--- config.mk ---
export PLATFORM = sky130hd
export DESIGN_NAME = sram_ft_top
export DESIGN_NICKNAME = d
export VERILOG_FILES = /design/src/rtl/sram_ft_pkg.sv /design/src/rtl/sram_ft_wdec.sv /design/src/rtl/sram_ft_burst.sv /design/src/rtl/sram_ft_ctl.sv /design/src/rtl/sram_ft_lane.sv /design/src/rtl/sram_ft_top.sv
export SDC_FILE = /design/constraint.sdc
export NUM_CORES = 2
export LEC_CHECK = 0
export BUFFER_PORTS_ARGS = -buffer_cell sky130_fd_sc_hd__buf_4
export CAP_MARGIN = 20
export CORE_MARGIN = 5
export CORE_UTILIZATION = 33
export CTS_BUF_LIST = sky130_fd_sc_hd__clkbuf_8
export CTS_CLUSTER_SIZE = 10
export DETAILED_ROUTE_END_ITERATION = 8
export PLACE_DENSITY = 0.58
export SLEW_MARGIN = 20
export SYNTH_ARGS = -nofsm -noshare
export SYNTH_HDL_FRONTEND = slang
export SYNTH_SLANG_ARGS = --single-unit
--- constraint.sdc ---
create_clock -name clk -period 6.1 [get_ports clk]
set_input_delay 0.61 -clock clk [delete_from_list [all_inputs] [get_ports clk]]
set_output_delay 0.61 -clock clk [all_outputs]
set_load 0.02 [all_outputs]
--- src/rtl/sram_ft_pkg.sv ---
// Package: shared types and the burst-order function of the flow-through SRAM.
// Assumes the burst spans the two low address bits (four beats).
package sram_ft_pkg;

    localparam int BEAT_BITS = 2;

    typedef logic [BEAT_BITS-1:0] beat_t;

    typedef enum logic [1:0] {
        OPEN_NONE = 2'd0,
        OPEN_PROC = 2'd1,
        OPEN_CTRL = 2'd2
    } open_e;

    // Low address bits of beat n for a burst that starts at s.
    function automatic beat_t beat_lo(input beat_t s, input beat_t n, input logic ilv);
        beat_t r;
        if (ilv) r = s ^ n;
        else     r = s + n;
        return r;
    endfunction

endpackage

--- src/rtl/sram_ft_wdec.sv ---
// Write decoder: turns global write, byte-write enable and lane enables
// into a per-lane write mask. Global write wins over everything else.
// Purely combinational; assumes all inputs are active low.
module sram_ft_wdec #(
    parameter int LANES = 4
) (
    input  logic             gw_n,
    input  logic             bwe_n,
    input  logic [LANES-1:0] bw_n,
    output logic [LANES-1:0] lane_we,
    output logic             wr_req
);

    // Lane mask selection by write priority.
    always_comb begin
        if (!gw_n)       lane_we = '1;
        else if (!bwe_n) lane_we = ~bw_n;
        else             lane_we = '0;
    end

    // Any lane selected means the cycle is a write.
    assign wr_req = |lane_we;

endmodule

--- src/rtl/sram_ft_burst.sv ---
// Burst sequencer: holds the start offset and beat count of the open burst.
// Gives the beat low bits for the current edge combinationally (nxt_lo)
// and the registered beat low bits (cur_lo) that feed the read path.
// Assumes burst_ilv is static while a burst is open.
module sram_ft_burst
    import sram_ft_pkg::*;
(
    input  logic  clk,
    input  logic  rst_n,
    input  logic  load,
    input  logic  step,
    input  beat_t start_lo,
    input  logic  burst_ilv,
    output beat_t nxt_lo,
    output beat_t cur_lo
);

    beat_t start_q;
    beat_t cnt_q;
    beat_t cnt_nxt;
    beat_t start_nxt;

    // Next start offset and beat count.
    always_comb begin
        start_nxt = start_q;
        cnt_nxt   = cnt_q;
        if (load) begin
            start_nxt = start_lo;
            cnt_nxt   = '0;
        end else if (step) begin
            cnt_nxt = cnt_q + beat_t'(1);
        end
    end

    // Beat address used by the access on this edge.
    assign nxt_lo = beat_lo(start_nxt, cnt_nxt, burst_ilv);

    // Sequencer state registers.
    always_ff @(posedge clk) begin
        if (!rst_n) begin
            start_q <= '0;
            cnt_q   <= '0;
            cur_lo  <= '0;
        end else begin
            start_q <= start_nxt;
            cnt_q   <= cnt_nxt;
            cur_lo  <= nxt_lo;
        end
    end

endmodule

--- src/rtl/sram_ft_ctl.sv ---
// Access controller: decides on each edge whether a strobe opens an access,
// a burst continues, or the block is deselected, and whether that edge
// writes. Tracks the output drive flag, which a strobe-opened read sets and
// a write, deselect, sleep or reset clears.
module sram_ft_ctl
    import sram_ft_pkg::*;
(
    input  logic clk,
    input  logic rst_n,
    input  logic adsp_n,
    input  logic adsc_n,
    input  logic adv_n,
    input  logic ce1_n,
    input  logic ce2,
    input  logic ce3_n,
    input  logic sleep,
    input  logic wr_req,
    output logic load,
    output logic step,
    output logic wr_go,
    output logic drive_q
);

    logic  active_q;
    logic  active_nxt;
    logic  drive_nxt;
    logic  sel;
    open_e opener;

    assign sel = !ce1_n && ce2 && !ce3_n;

    // Strobe arbitration: the processor strobe needs ce1_n low and wins.
    always_comb begin
        if (!adsp_n && !ce1_n) opener = OPEN_PROC;
        else if (!adsc_n)      opener = OPEN_CTRL;
        else                   opener = OPEN_NONE;
    end

    // Next-state and command decode for this edge.
    always_comb begin
        load       = 1'b0;
        step       = 1'b0;
        wr_go      = 1'b0;
        active_nxt = active_q;
        drive_nxt  = drive_q;
        if (sleep) begin
            active_nxt = 1'b0;
            drive_nxt  = 1'b0;
        end else begin
            case (opener)
                OPEN_PROC: begin
                    load       = sel;
                    active_nxt = sel;
                    drive_nxt  = sel;
                end
                OPEN_CTRL: begin
                    load       = sel;
                    active_nxt = sel;
                    wr_go      = sel && wr_req;
                    drive_nxt  = sel && !wr_req;
                end
                default: begin
                    if (active_q) begin
                        step  = !adv_n;
                        wr_go = wr_req;
                        if (wr_req) drive_nxt = 1'b0;
                    end
                end
            endcase
        end
    end

    // Access and drive state registers.
    always_ff @(posedge clk) begin
        if (!rst_n) begin
            active_q <= 1'b0;
            drive_q  <= 1'b0;
        end else begin
            active_q <= active_nxt;
            drive_q  <= drive_nxt;
        end
    end

endmodule

--- src/rtl/sram_ft_lane.sv ---
// One byte lane of the array: synchronous write, combinational read.
// Cleared to zero by the synchronous reset.
module sram_ft_lane #(
    parameter int AW     = 6,
    parameter int LANE_W = 9
) (
    input  logic              clk,
    input  logic              rst_n,
    input  logic              we,
    input  logic [AW-1:0]     waddr,
    input  logic [LANE_W-1:0] wdata,
    input  logic [AW-1:0]     raddr,
    output logic [LANE_W-1:0] rdata
);

    localparam int DEPTH = 1 << AW;

    logic [LANE_W-1:0] mem [DEPTH];

    // Storage update: clear on reset, otherwise write when enabled.
    always_ff @(posedge clk) begin
        if (!rst_n) begin
            for (int i = 0; i < DEPTH; i++) mem[i] <= '0;
        end else if (we) begin
            mem[waddr] <= wdata;
        end
    end

    // Flow-through read.
    assign rdata = mem[raddr];

endmodule

--- src/rtl/sram_ft_top.sv ---
// Flow-through burst SRAM top: address register, burst sequencer, access
// controller, write decoder and one array slice per byte lane.
// Assumes AW > 2 so that the burst bits sit below the upper address.
module sram_ft_top #(
    parameter  int AW     = 6,
    parameter  int LANES  = 4,
    parameter  int LANE_W = 9,
    localparam int DW     = LANES * LANE_W
) (
    input  logic             clk,
    input  logic             rst_n,
    input  logic [AW-1:0]    addr_i,
    input  logic [DW-1:0]    dq_i,
    output logic [DW-1:0]    dq_o,
    output logic             dq_oe,
    input  logic             adsp_n,
    input  logic             adsc_n,
    input  logic             adv_n,
    input  logic             ce1_n,
    input  logic             ce2,
    input  logic             ce3_n,
    input  logic             gw_n,
    input  logic             bwe_n,
    input  logic [LANES-1:0] bw_n,
    input  logic             oe_n,
    input  logic             sleep,
    input  logic             burst_ilv
);
    import sram_ft_pkg::*;

    localparam int HI_W = AW - BEAT_BITS;

    logic [LANES-1:0] lane_we;
    logic             wr_req;
    logic             load;
    logic             step;
    logic             wr_go;
    logic             drive_q;
    beat_t            nxt_lo;
    beat_t            cur_lo;
    logic [HI_W-1:0]  hi_q;
    logic [AW-1:0]    waddr;
    logic [AW-1:0]    raddr;

    sram_ft_wdec #(.LANES(LANES)) u_wdec (
        .gw_n    (gw_n),
        .bwe_n   (bwe_n),
        .bw_n    (bw_n),
        .lane_we (lane_we),
        .wr_req  (wr_req)
    );

    sram_ft_ctl u_ctl (
        .clk     (clk),
        .rst_n   (rst_n),
        .adsp_n  (adsp_n),
        .adsc_n  (adsc_n),
        .adv_n   (adv_n),
        .ce1_n   (ce1_n),
        .ce2     (ce2),
        .ce3_n   (ce3_n),
        .sleep   (sleep),
        .wr_req  (wr_req),
        .load    (load),
        .step    (step),
        .wr_go   (wr_go),
        .drive_q (drive_q)
    );

    sram_ft_burst u_burst (
        .clk       (clk),
        .rst_n     (rst_n),
        .load      (load),
        .step      (step),
        .start_lo  (addr_i[BEAT_BITS-1:0]),
        .burst_ilv (burst_ilv),
        .nxt_lo    (nxt_lo),
        .cur_lo    (cur_lo)
    );

    // Upper address register, loaded on an opening strobe.
    always_ff @(posedge clk) begin
        if (!rst_n)    hi_q <= '0;
        else if (load) hi_q <= addr_i[AW-1:BEAT_BITS];
    end

    assign waddr = load ? addr_i : {hi_q, nxt_lo};
    assign raddr = {hi_q, cur_lo};

    // One array slice per byte lane.
    for (genvar g = 0; g < LANES; g++) begin : g_lane
        sram_ft_lane #(.AW(AW), .LANE_W(LANE_W)) u_lane (
            .clk   (clk),
            .rst_n (rst_n),
            .we    (wr_go && lane_we[g]),
            .waddr (waddr),
            .wdata (dq_i[g*LANE_W +: LANE_W]),
            .raddr (raddr),
            .rdata (dq_o[g*LANE_W +: LANE_W])
        );
    end

    // Bus drive: the registered flag, gated without a clock by oe_n and sleep.
    assign dq_oe = drive_q && !oe_n && !sleep;

endmodule

# == Word level (Yosys, flattened, before mapping) ==
# Memories as Yosys holds them, arrays and structs flattened.
# Cells that the tools add are included.
# totals
ff_bits,12
ram_bits,2304
inputBits,59
out_inout_bits,37
word_cells,90
mem_count,4
# op_classes
add_sub_neg,2
eq_ne,2
mux,45
n_bitwise,3
reduce_logical,28
# mem_list
memory,depth,width,rd,rd_clocked_by_memory_dff,write_ports,line_no,source
g_lane[0].u_lane.mem,64,9,1,0,64,sram_ft_lane.sv:18,logic [LANE_W-1:0] mem [DEPTH];
g_lane[1].u_lane.mem,64,9,1,0,64,sram_ft_lane.sv:18,
g_lane[2].u_lane.mem,64,9,1,0,64,sram_ft_lane.sv:18,
g_lane[3].u_lane.mem,64,9,1,0,64,sram_ft_lane.sv:18,
# ops
op,n
2-to-1 mux 9 bit,4
OR reduction 9 bit,4
2-to-1 mux 6 bit,5
2-to-1 mux 1 bit,26
2-to-1 mux 2 bit,6
logical AND 1 bit,11
2-to-1 mux 4 bit,2
logical NOT 1 bit,7
nonzero test 3 bit,2
inverter 4 bit,1
case mux 1 bit (2 select lines),2
OR reduction 2 bit,2
OR reduction 4 bit,1
"adder 2 x 1 -> 2 bit, second input constant",1
adder 2 bit,1
"equality test 2 x 1 -> 1 bit, second input constant",1
"equality test 2 bit, second input constant",1
AND reduction 2 bit,1
bitwise XOR 2 bit,1
inverter 1 bit,1

# == Depth between registers and ports, before layout ==
# logic_depth
depth_word,13
ltp_mapped,16
ltp_nobuf,10

# == Cells and area by module ==
# From an unflattened synthesis, not the netlist that was laid out.
# hier_totals
cells_unflattened,7062
area_unflattened_um2,108545.4
# modules_own_cells
mod,n_inst,cells_per_inst,area_each_um2,seq_area_each_um2
sram_ft_lane,4,1747,26960.9,17296.6
sram_ft_burst,1,30,302.8,120.1
sram_ft_top,1,20,234.0,80.1
sram_ft_ctl,1,18,131.4,40.0
sram_ft_wdec,1,6,33.8,0.0

# == Worst setup path before layout ==
# No wires, ideal clock.
# synth_timing
path_kind,input to register
from,in ce1_n
to,mem g_lane[0].u_lane.mem[38][0] (enable)
setup_ns,0.390
t_arrival_ns,4.075
t_required_ns,5.710
path_slack_ns,1.635
path_stages,16
n_path_buf,6
path_cell_list,or3b_1 clkbuf_1 buf_2 nor2_1 buf_2 nand2_1 nand2_1 ha_1 nor2b_1 a31oi_1 a221oi_4 mux2i_1 buf_2 clkbuf_1 buf_2 o31ai_1
# synth_lines
item,line_no,source
"start, declared",sram_ft_top.sv:19,"input logic ce1_n,"
"end, declared",sram_ft_lane.sv:18,

# == Final worst setup path ==
# layout_timing
from,reg u_burst.cur_lo[0]
to,out dq_o[29]
# layout_between
elab_chain_cells,1
# layout_rtl
item,line_no,source
"start, declared",sram_ft_burst.sv:15,output beat_t cur_lo
"start signal, assigned",sram_ft_burst.sv:47,cur_lo <= nxt_lo;
memory (64 x 9 bit),-,
"end, declared",sram_ft_top.sv:14,"output logic [DW-1:0] dq_o,"
# Every way passes these cells.

==> key figures <==
GRT
  • Aggregate global-route resource usage: 22.1%
  • Leftover overflow at the end of global routing: 0
  • First-pass GRT wire length: 545,000 um
  • Initial antenna violation count: 27
  • Pin count of the biggest net entering global routing: 135
  • Vias in the first global route: 74,600

Critical path
  • Arrival time at the worst endpoint: 4.82 ns
  • Setup Crit Path Kind: flop to output pin
  • Cells traversed along the worst timing path: buf_4 > mux4_2 > a22oi_1 > a21oi_1 > nor3_1 > a21oi_1 > buf_4
  • CP Capture Point: dq_o[29]
  • Number of cells on the worst reg-to-reg path: 15
  • Crit-path leading delay family: flip-flops
  • Flop2flop setup slack: 1.21 ns
  • Critical path capture point type: output pin
  • Levels on crit path: 7
  • Largest driver fanout on the critical path: 30
  • Worst path slowest cell: sky130_fd_sc_hd__dfxtp_4
  • Sort of element at the start of the critical path: flop
  • Buffers & Inverters on Critical Path: 2
  • Worst EP required: 5.49 ns
  • Worst r2r src: u_ctl.active_q
  • R2R Path End: g_lane[3].u_lane.mem[2][6]
  • Crit path largest cell delay: 0.91 ns
  • Launching instance or port of the critical path: u_burst.cur_lo[0]

Floorplanning
  • DIE AREA: 335,000 sq um
  • Initial Utilization: 33.2%
  • Placeable core region: 322,000 sq um
  • DIE WIDTH: 579 um
  • Num rows: 208
  • DIE HEIGHT: 579 um
  • Number of placed I/O pins: 96

CTS
  • Inserted Clock Buffers: 390
  • Number of buffers between clock root and the deepest sink: 4
  • Setup repair bufs after CTS: 0
  • Hold-fix buffer count after cts: 12
  • Count of instances resized after the clock tree is built: 0
  • TritonCTS clock tree: built
  • Deepest level of the CTS H-tree: 5
  • Number of sinks driven by the clock tree: 2,316
  • CTS Root Buffer Type: sky130_fd_sc_hd__clkbuf_8
  • Clock latency on the worst-skew pair: 1.09 ns
  • Clock transition at the registers of the reported paths: 0.08 ns

Detailed routing
  • DRC violation total after the first TritonRoute iteration: 11,200
  • Antenna violation net count after detailed routing: 0
  • Average detailed-routed wire length per instance: 31.3 um
  • Detailed-route via count: 76,000
  • WL final: 383,000 um
  • Remaining design rule violation count: 0
  • Detailed-route vias per instance: 6.22
  • First-pass detailed-route iteration total: 9

Power
  • Leakage power: 0.0376 uW
  • Power density of the placed cells: 276 nW/um^2
  • Worst-case vdd ir drop: 0.161 mV
  • Pwr Total: 33,300 uW

Timing
  • Slew margin rel.: 25.2%
  • Peak clock frequency supported by timing: 0.184 GHz
  • Final worst clock skew: 0.0784 ns
  • RSZ-0062 raised after global routing: false
  • Max-slew violations: 0
  • Number of hold violations in the final report: 0
  • Final period utilization: 89.1%
  • Hold Slack: 0.154 ns
  • Transition time of the tightest slew-check pin: 1.12 ns
  • Fin Setup TNS: 0 ns
  • Minimum period implied by the final worst setup slack: 5.43 ns
  • Setup-violating endpoint count in the final report: 0

Synth
  • Post-synthesis instance area: 107,000 sq um
  • Number of standard cells after synthesis: 7,574
  • Fraction of registers with async set or reset after synthesis: 0%
  • Library cell with the largest summed area after synthesis: sky130_fd_sc_hd__edfxtp_1
  • Synth Net Count: 7,634
  • Commonest register cell after synthesis: sky130_fd_sc_hd__edfxtp_1
  • Number of distinct standard cells referenced by the synthesized netlist: 62
  • Proportion of netlist area held by the largest area contributor: 64.8%
  • Post-synthesis register bit count: 2,316
  • Count of flip-flops with a built-in enable after synthesis: 2,304
  • Number of warning messages in the yosys log: 0
  • Sequential-to-total area share from yosys stat: 65.0%
  • Post-synthesis area per instance: 14.1 sq um
  • Largest cells by area after synthesis: sky130_fd_sc_hd__edfxtp_1, sky130_fd_sc_hd__mux4_2, sky130_fd_sc_hd__a21oi_1

Cells and area
  • Post-route core utilization: 37.6%
  • Most common cell after layout, fill and taps aside: sky130_fd_sc_hd__edfxtp_1
  • Area delta synth->final: 13.3%
  • Net count, final: 7,655
  • Share of cells above drive strength 1: 21.4%
  • Commonest cells after routing, fill and taps aside: sky130_fd_sc_hd__edfxtp_1, sky130_fd_sc_hd__a21oi_1, sky130_fd_sc_hd__nor3_1, sky130_fd_sc_hd__mux4_2, sky130_fd_sc_hd__buf_4

Min path
  • HP Class: input pin to flop

Place
  • Sum of net half-perimeters after detailed placement: 231,000 um
  • I/O Buffers: 95
  • Last weighted congestion value of the routability-driven placer: 0.844

Flow run
  • Number of maximum-capacitance violations: 0

Status
  • Run status: completed
==> worst min-delay path by stage <==
stage                                   from                           to  depth (start not counted)
after detailed placement             hi_q[3]                      hi_q[3]                          2
after CTS                           dq_i[26]   g_lane[2].u_lane.mem[8][8]                          3
final                                  sleep               u_ctl.active_q                          3
after global routing                dq_i[26]  g_lane[2].u_lane.mem[13][8]                          3
after global placement               hi_q[3]                      hi_q[3]                          2
after floorplan           u_burst.start_q[0]           u_burst.start_q[0]                          2
==> final cells by class <==
type | instances | area (sq um)
antenna | 23 | 57.6
clock buffer | 397 | 5460
clock inverter | 296 | 1550
fill | 30400 | 201000
inverter | 8 | 35.0
multi-input combinational | 4312 | 33800
sequential | 2316 | 69400
tap | 4305 | 5390
timing repair buffer | 567 | 5170
==> sequential cells by signal, summed over array words and instances, names as in the netlist <==
register and cells:
g_lane.u_lane.mem 2304, u_ctl.active_q 1, u_burst.start_q 2, u_burst.cur_lo 2, hi_q 4, u_ctl.drive_q 1
u_burst.cnt_q 2
==> layer usage <==
metal	wire (um)	share of wire [%]	vias to the layer above	track usage [%]
met4	19500	5.1	14	10.0
met5	94	0.025	-	0.0284
met3	48700	13	1002	6.11
met1	139000	36	38800	29.0
met2	176000	46	5573	34.3
li1	-	-	30700	-
==> Yosys cell counts, types with 2 or more instances <==
library cell / n
sky130_fd_sc_hd__mux4_2: 576
sky130_fd_sc_hd__inv_1: 7
sky130_fd_sc_hd__a21oi_1: 1239
sky130_fd_sc_hd__o22ai_1: 23
sky130_fd_sc_hd__nor3_1: 1172
sky130_fd_sc_hd__and2_1: 4
sky130_fd_sc_hd__mux2i_1: 34
sky130_fd_sc_hd__o21ai_0: 160
sky130_fd_sc_hd__a41oi_1: 9
sky130_fd_sc_hd__a22oi_1: 175
sky130_fd_sc_hd__o211ai_1: 9
sky130_fd_sc_hd__nand2_2: 5
sky130_fd_sc_hd__mux2_2: 5
sky130_fd_sc_hd__a311oi_1: 3
sky130_fd_sc_hd__o31a_1: 3
sky130_fd_sc_hd__nand4_1: 92
sky130_fd_sc_hd__buf_4: 2
sky130_fd_sc_hd__nor2b_1: 7
sky130_fd_sc_hd__a211o_1: 23
sky130_fd_sc_hd__o21a_1: 3
sky130_fd_sc_hd__nor2_1: 29
sky130_fd_sc_hd__a2111oi_4: 7
sky130_fd_sc_hd__nand4b_1: 2
sky130_fd_sc_hd__dfxtp_1: 12
sky130_fd_sc_hd__clkbuf_1: 590
sky130_fd_sc_hd__nand2_1: 170
sky130_fd_sc_hd__nand3_1: 201
sky130_fd_sc_hd__o22a_1: 3
sky130_fd_sc_hd__edfxtp_1: 2304
sky130_fd_sc_hd__nand2b_1: 6
sky130_fd_sc_hd__or3_1: 3
sky130_fd_sc_hd__a31oi_1: 121
sky130_fd_sc_hd__buf_2: 260
sky130_fd_sc_hd__o31ai_1: 131
sky130_fd_sc_hd__buf_1: 86
sky130_fd_sc_hd__a22o_1: 58
sky130_fd_sc_hd__o21ai_1: 15
==> worst reg2reg max path: stages (launching register included) <==
cell and delay [ns]:
sky130_fd_sc_hd__dfxtp_1 0.35, sky130_fd_sc_hd__o211ai_1 0.21, sky130_fd_sc_hd__nor3_1 0.18, sky130_fd_sc_hd__dlygate4sd3_1 0.59, sky130_fd_sc_hd__xnor2_1 0.08, sky130_fd_sc_hd__nor2_1 0.18
sky130_fd_sc_hd__ha_1 0.18, sky130_fd_sc_hd__nor2b_1 0.21, sky130_fd_sc_hd__a31oi_1 0.10, sky130_fd_sc_hd__a221oi_4 0.32, sky130_fd_sc_hd__buf_4 0.27, sky130_fd_sc_hd__mux2i_4 0.66
sky130_fd_sc_hd__buf_12 0.33, sky130_fd_sc_hd__buf_12 0.49, sky130_fd_sc_hd__o31ai_1 0.24, sky130_fd_sc_hd__buf_4 0.23
==> cell families after synthesis <==
kind of cell,share of synthesized area [%]
flip-flops,65.0
AO/OA/AOI/OAI,10.8
AND/OR/NAND/NOR,7.93
buffers and inverters,3.64
multiplexers,12.5
XOR/XNOR,0.0164
adder cells (fa/ha/maj),0.0117
==> report_power, final <==
group          switching, uW  internal (uW)
registers                164          18000
logic                   1550            639
clock network           6580           6440
total                   8290          25000
==> through the flow <==
step | setup WS (ns) | instances | cell area (sq um)
2_1_floorplan | 1.64 | 7574 | 107000
3_3_place_gp | 0.697 | 11500 | 114000
3_5_place_dp | 0.796 | 11500 | 114000
4_1_cts | 0.606 | 12200 | 121000
5_1_grt | 0.504 | 12200 | 121000
6_report | 0.666 | 12200 | 121000
(Power assumes the default switching activity.)
